===== config.mk =====
export PLATFORM = sky130hd
export DESIGN_NAME = sdec_top
export DESIGN_NICKNAME = d
export VERILOG_FILES = /design/src/rtl/sdec_pkg.sv /design/src/rtl/sdec_stage.sv /design/src/rtl/sdec_thermo.sv /design/src/rtl/sdec_drive.sv /design/src/rtl/sdec_weight.sv /design/src/rtl/sdec_top.sv
export SDC_FILE = /design/constraint.sdc
export NUM_CORES = 1
export LEC_CHECK = 0
export ABC_CLOCK_PERIOD_IN_PS = 6100
export CORE_MARGIN = 5
export CORE_UTILIZATION = 59
export DETAILED_ROUTE_END_ITERATION = 12
export DONT_BUFFER_PORTS = 1
export PLACE_DENSITY = 0.78
export SLEW_MARGIN = 25
export SYNTH_ARGS = -nofsm -noshare
export SYNTH_HDL_FRONTEND = slang
export SYNTH_SLANG_ARGS = --single-unit

===== constraint.sdc =====
create_clock -name clk -period 6.1 [get_ports clk]
set_input_delay 1.22 -clock clk [delete_from_list [all_inputs] [get_ports clk]]
set_output_delay 1.22 -clock clk [all_outputs]
set_load 0.05 [all_outputs]

===== src/rtl/sdec_pkg.sv =====
package sdec_pkg;
    typedef enum logic {
        ST_RUN  = 1'b0,
        ST_IDLE = 1'b1
    } drv_state_e;
endpackage


===== src/rtl/sdec_stage.sv =====
module sdec_stage #(
    parameter int W = 10
) (
    input  logic         clk,
    input  logic         rst,
    input  logic         hold,
    input  logic [W-1:0] d,
    output logic [W-1:0] q
);
    always_ff @(posedge clk) begin
        if (rst) begin
            q <= '0;
        end else if (!hold) begin
            q <= d;
        end
    end
endmodule


===== src/rtl/sdec_thermo.sv =====
module sdec_thermo #(
    parameter int HI_W = 5,
    localparam int SEGS = (1 << HI_W) - 1
) (
    input  logic [HI_W-1:0] code,
    output logic [SEGS-1:0] therm
);
    for (genvar k = 0; k < SEGS; k++) begin : g_seg
        localparam logic [HI_W-1:0] LEVEL = HI_W'(k + 1);
        assign therm[k] = (code >= LEVEL);
    end
endmodule


===== src/rtl/sdec_drive.sv =====
module sdec_drive
    import sdec_pkg::*;
#(
    parameter int SEGS = 31,
    parameter int LO_W = 5
) (
    input  logic            clk,
    input  logic            rst,
    input  logic            sleep,
    input  logic [SEGS-1:0] seg_q,
    input  logic [LO_W-1:0] bin_q,
    output logic [SEGS-1:0] seg_p,
    output logic [SEGS-1:0] seg_n,
    output logic [LO_W-1:0] bin_p,
    output logic [LO_W-1:0] bin_n
);
    drv_state_e state_q;
    drv_state_e state_d;

    always_comb begin
        state_d = state_q;
        unique case (state_q)
            ST_RUN:  if (sleep)  state_d = ST_IDLE;   // T_SLEEP
            ST_IDLE: if (!sleep) state_d = ST_RUN;    // T_WAKE
            default: state_d = ST_RUN;
        endcase
    end

    always_ff @(posedge clk) begin
        if (rst) begin
            state_q <= ST_RUN;
        end else begin
            state_q <= state_d;
        end
    end

    always_comb begin
        seg_p = '0;
        seg_n = '0;
        bin_p = '0;
        bin_n = '0;
        unique case (state_q)
            ST_RUN: begin
                seg_p = seg_q;
                seg_n = ~seg_q;
                bin_p = bin_q;
                bin_n = ~bin_q;
            end
            ST_IDLE: begin
                seg_p = '0;
                seg_n = '0;
                bin_p = '0;
                bin_n = '0;
            end
            default: begin
                seg_p = '0;
                seg_n = '0;
                bin_p = '0;
                bin_n = '0;
            end
        endcase
    end
endmodule


===== src/rtl/sdec_weight.sv =====
module sdec_weight #(
    parameter int HI_W = 5,
    parameter int LO_W = 5,
    localparam int SEGS = (1 << HI_W) - 1
) (
    input  logic [SEGS-1:0]      seg,
    input  logic [LO_W-1:0]      bin,
    output logic [HI_W+LO_W-1:0] wt
);
    logic [HI_W-1:0] units;

    always_comb begin
        units = '0;
        for (int i = 0; i < SEGS; i++) begin
            units = units + HI_W'(seg[i]);
        end
    end

    assign wt = {units, bin};
endmodule


===== src/rtl/sdec_top.sv =====
module sdec_top #(
    parameter int HI_W = 5,
    parameter int LO_W = 5,
    localparam int WORD_W = HI_W + LO_W,
    localparam int SEGS = (1 << HI_W) - 1
) (
    input  logic              clk,
    input  logic              rst,
    input  logic              sleep,
    input  logic [WORD_W-1:0] din,
    output logic [SEGS-1:0]   seg_p,
    output logic [SEGS-1:0]   seg_n,
    output logic [LO_W-1:0]   bin_p,
    output logic [LO_W-1:0]   bin_n,
    output logic [WORD_W-1:0] wt_p,
    output logic [WORD_W-1:0] wt_n
);
    localparam int DEC_W = SEGS + LO_W;

    logic [WORD_W-1:0] word_q;
    logic [SEGS-1:0]   therm_d;
    logic [DEC_W-1:0]  dec_q;

    sdec_stage #(.W(WORD_W)) u_in_stage (
        .clk  (clk),
        .rst  (rst),
        .hold (sleep),
        .d    (din),
        .q    (word_q)
    );

    sdec_thermo #(.HI_W(HI_W)) u_thermo (
        .code  (word_q[WORD_W-1:LO_W]),
        .therm (therm_d)
    );

    sdec_stage #(.W(DEC_W)) u_sw_stage (
        .clk  (clk),
        .rst  (rst),
        .hold (sleep),
        .d    ({therm_d, word_q[LO_W-1:0]}),
        .q    (dec_q)
    );

    sdec_drive #(.SEGS(SEGS), .LO_W(LO_W)) u_drive (
        .clk   (clk),
        .rst   (rst),
        .sleep (sleep),
        .seg_q (dec_q[DEC_W-1:LO_W]),
        .bin_q (dec_q[LO_W-1:0]),
        .seg_p (seg_p),
        .seg_n (seg_n),
        .bin_p (bin_p),
        .bin_n (bin_n)
    );

    sdec_weight #(.HI_W(HI_W), .LO_W(LO_W)) u_wt_p (
        .seg (seg_p),
        .bin (bin_p),
        .wt  (wt_p)
    );

    sdec_weight #(.HI_W(HI_W), .LO_W(LO_W)) u_wt_n (
        .seg (seg_n),
        .bin (bin_n),
        .wt  (wt_n)
    );
endmodule


==> metrics <==
outcome=finished, violations left; failing checks=negative setup slack; row cnt=29; final-report setup violation count=8; met2 Usage GRT=0.428; Startpoint Class=flip-flop; Port Buf Inserts=0; crit-path most repeated cell=fa_1; Critical Path AT=5.46 ns; global-route wire length before repair=16.3 mm; Final Max Slew Viols=0; reg2reg end=u_sw_stage.q[29]; CTS tree=yes; ANT nets after route=0; DRC viols=0; Max Clk Rate=0.150 GHz; top cell type's share of synthesized area=0.239; GR peak layer=met2; cell area after synthesis=3930 µm²; GPL Wtd Cong=0.979; Area Overhead vs Synth=25.5%; post-layout util=0.769; initial antenna violation count=0; Worst Hold Path Cells=2; Die Span Y=91.7 µm; skew final=0.00214 ns; Async S/R FF share, synth=0; hold wc startpoint=u_sw_stage.q[31]; Synth Flop Type=dfxtp_1; Core Box Area=6420 µm²; share of layout cells above drive strength 1=0.319; Net Count, Synth=538; fin nets=584; CP cell instances=buf_6 > buf_12 > nor2b_4 > ha_4 > inv_2 > fa_1 > fa_2 > fa_1 > fa_1 > fa_1 > fa_1 > inv_1 > ha_2 > inv_2 > fa_2 > nand2b_4 > a21oi_4 > xor2_4 > buf_12; Max Cap Viol=0; reg2reg setup slack=4.58 ns; Die Wd=91.7 µm; TritonRoute pass-1 iters=5; hpwl dp=7.29 mm; Critical Path End Type=primary output; top cell family by delay on the critical path=adder cells; clk buf depth=2; clk_lat worst skew=0.31 ns; routed len/inst=16.5 µm; drt total wl=9.63 mm; synthesized instance count=461; synth top area cells=dfxtp_1 24%, fa_1 23%, inv_1 10%, ha_1 5.7%, nor2_1 4.9%; io pins=105; overall overflow remaining after global route=0; Hold Vio Cnt, Final=0; worst reg2reg startpoint=u_in_stage.q[8]; DRT iter0 DRCs=236; Post-synth EDFFs=0; Slew HR=0.275; met3 GRT Util=0.0556; Synth Warn #=0; RSZ-0062 raised after global routing=true; CP max FO=6; met1 Use GR=0.275; Worst-Margin Slew=1.08 ns; Filler Cell Count=427; Reg area=945 µm²; area leader, netlist=dfxtp_1; DR vias=3140; buffers plus inverters on the worst setup path=6; Synth Register Bits=47; clk sinks=47; root buffer cell=clkbuf_8; largest net degree at the start of global routing=48; Global Route Usage Sum=0.240; vias in the first global route=3378; Worst path max stage delay=0.55 ns; CP max-delay cell=fa_2; min Tclk post-route=6.68 ns; total negative slack=-3.27 ns; register area share after synthesis=0.239; fin crit share=1.10; hold path endpoint=u_sw_stage.q[31]; CP Class=flip-flop to primary output; count leader, synth=inv_1; Die Area=8400 µm²; H-tree level count=2; Initial Utilization=0.613; commonest cells in the netlist=109 x inv_1, 51 x nor2_1, 47 x dfxtp_1; Via density=5.37; Multi-input gate area=2700 µm²; Reg2Reg Depth=3; Reg clk slew, reported paths=0.08 ns; Num CTS Buffers=5; # diodes=0; Final WS setup=-0.583 ns; Synth cell types=43; Hold Crit Class=flip-flop to flip-flop; Syn Area/Cell=8.53 µm²; CP required=4.88 ns
[placed cells by master (no fill, tap or decap), types with 2 or more instances in the layout]
| master | instances |
|---|---|
| nor2b_2 | 7 |
| nor2_4 | 2 |
| nand2_1 | 13 |
| ha_1 | 13 |
| a21oi_4 | 3 |
| inv_1 | 101 |
| dfxtp_1 | 46 |
| nor2_2 | 14 |
| inv_2 | 9 |
| clkbuf_8 | 6 |
| buf_6 | 4 |
| buf_4 | 61 |
| nor3_1 | 7 |
| or2_4 | 3 |
| buf_12 | 8 |
| nor2_1 | 36 |
| a21oi_1 | 12 |
| fa_2 | 5 |
| fa_1 | 41 |
| nor2b_1 | 6 |
| xnor2_4 | 3 |
| nor2b_4 | 4 |
| mux2i_1 | 17 |
| o21ai_1 | 5 |
| or2_1 | 2 |
| nand2b_4 | 3 |
| ha_4 | 4 |
| o21ai_0 | 3 |
| nand3_1 | 2 |
| nand2b_1 | 17 |
| a221oi_1 | 8 |
| or2_2 | 14 |
| xor2_4 | 2 |
| a21o_1 | 4 |
[worst max-delay path by stage]
stage / endpoint / cells past startpoint / startpoint
2_1_floorplan: wt_n[9] / 20 / u_drive.state_q
3_3_place_gp: wt_p[9] / 16 / u_drive.state_q
3_5_place_dp: wt_p[9] / 16 / u_drive.state_q
4_1_cts: wt_n[9] / 18 / u_drive.state_q
5_1_grt: wt_n[9] / 18 / u_drive.state_q
6_report: wt_p[9] / 19 / u_drive.state_q
[kinds of logic after synthesis]
logic type	after synthesis	share of synthesized area
buffers and inverters	145	0.158
muxes	17	0.0433
DFF	47	0.239
and+or+nand+nor	138	0.181
adders and majority gates	64	0.291
xor gates and xnor gates	6	0.0134
AOI/OAI and AO/OA	44	0.0738
[layout make-up]
class | instances | share of cell area
Clock buffer | 6 | 0.0167
Clock inverter | 2 | 0.00709
Inverter | 111 | 0.0851
Multi-Input combinational cell | 269 | 0.546
Sequential cell | 47 | 0.191
Tap cell | 77 | 0.0195
Timing Repair Buffer | 73 | 0.134
[worst reg2reg max path, stage by stage, from the launching register on]
cell and delay [ns]:
dfxtp_1 0.80, a21oi_1 0.16, or2_1 0.29, nor3_1 0.20
[metrics by stage]
step / std cells / hold WS, ns / instance area [µm²] / setup WS [ns]
finish: 585 / 0.480 / 4940 / -0.583
detailed placement: 569 / 0.469 / 4620 / -0.334
floorplan: 461 / 0.426 / 4150 / -0.526
CTS: 584 / 0.481 / 4870 / -0.537
global placement: 569 / 0.461 / 4610 / -0.233
global route: 585 / 0.496 / 4940 / -0.704
[routing by layer]
| layer | wire length (µm) | vias up |
|---|---|---|
| met1 | 3630 | 1493 |
| met3 | 718 | 34 |
| met4 | 352 | 0 |
| li1 | - | 1476 |
| met2 | 4930 | 137 |
| met5 | 0 | - |
[state kept, by name, indices dropped and copies added (netlist names)]
register and cells:
u_in_stage.q 10, u_sw_stage.q 36, u_drive.state_q 1
[repair_timing]
action | in CTS | in global routing
hold buffers | 0 | 0
resized for setup | 14 | 15
pin swaps | 26 | 19
buffers inserted | 7 | 1
setup endpoints to repair | 8 | 8
gates cloned | 0 | 0
Power is left out: the tool's default activity adds up to more than one toggle a clock period on the data nets, which glitch-free logic cannot reach.
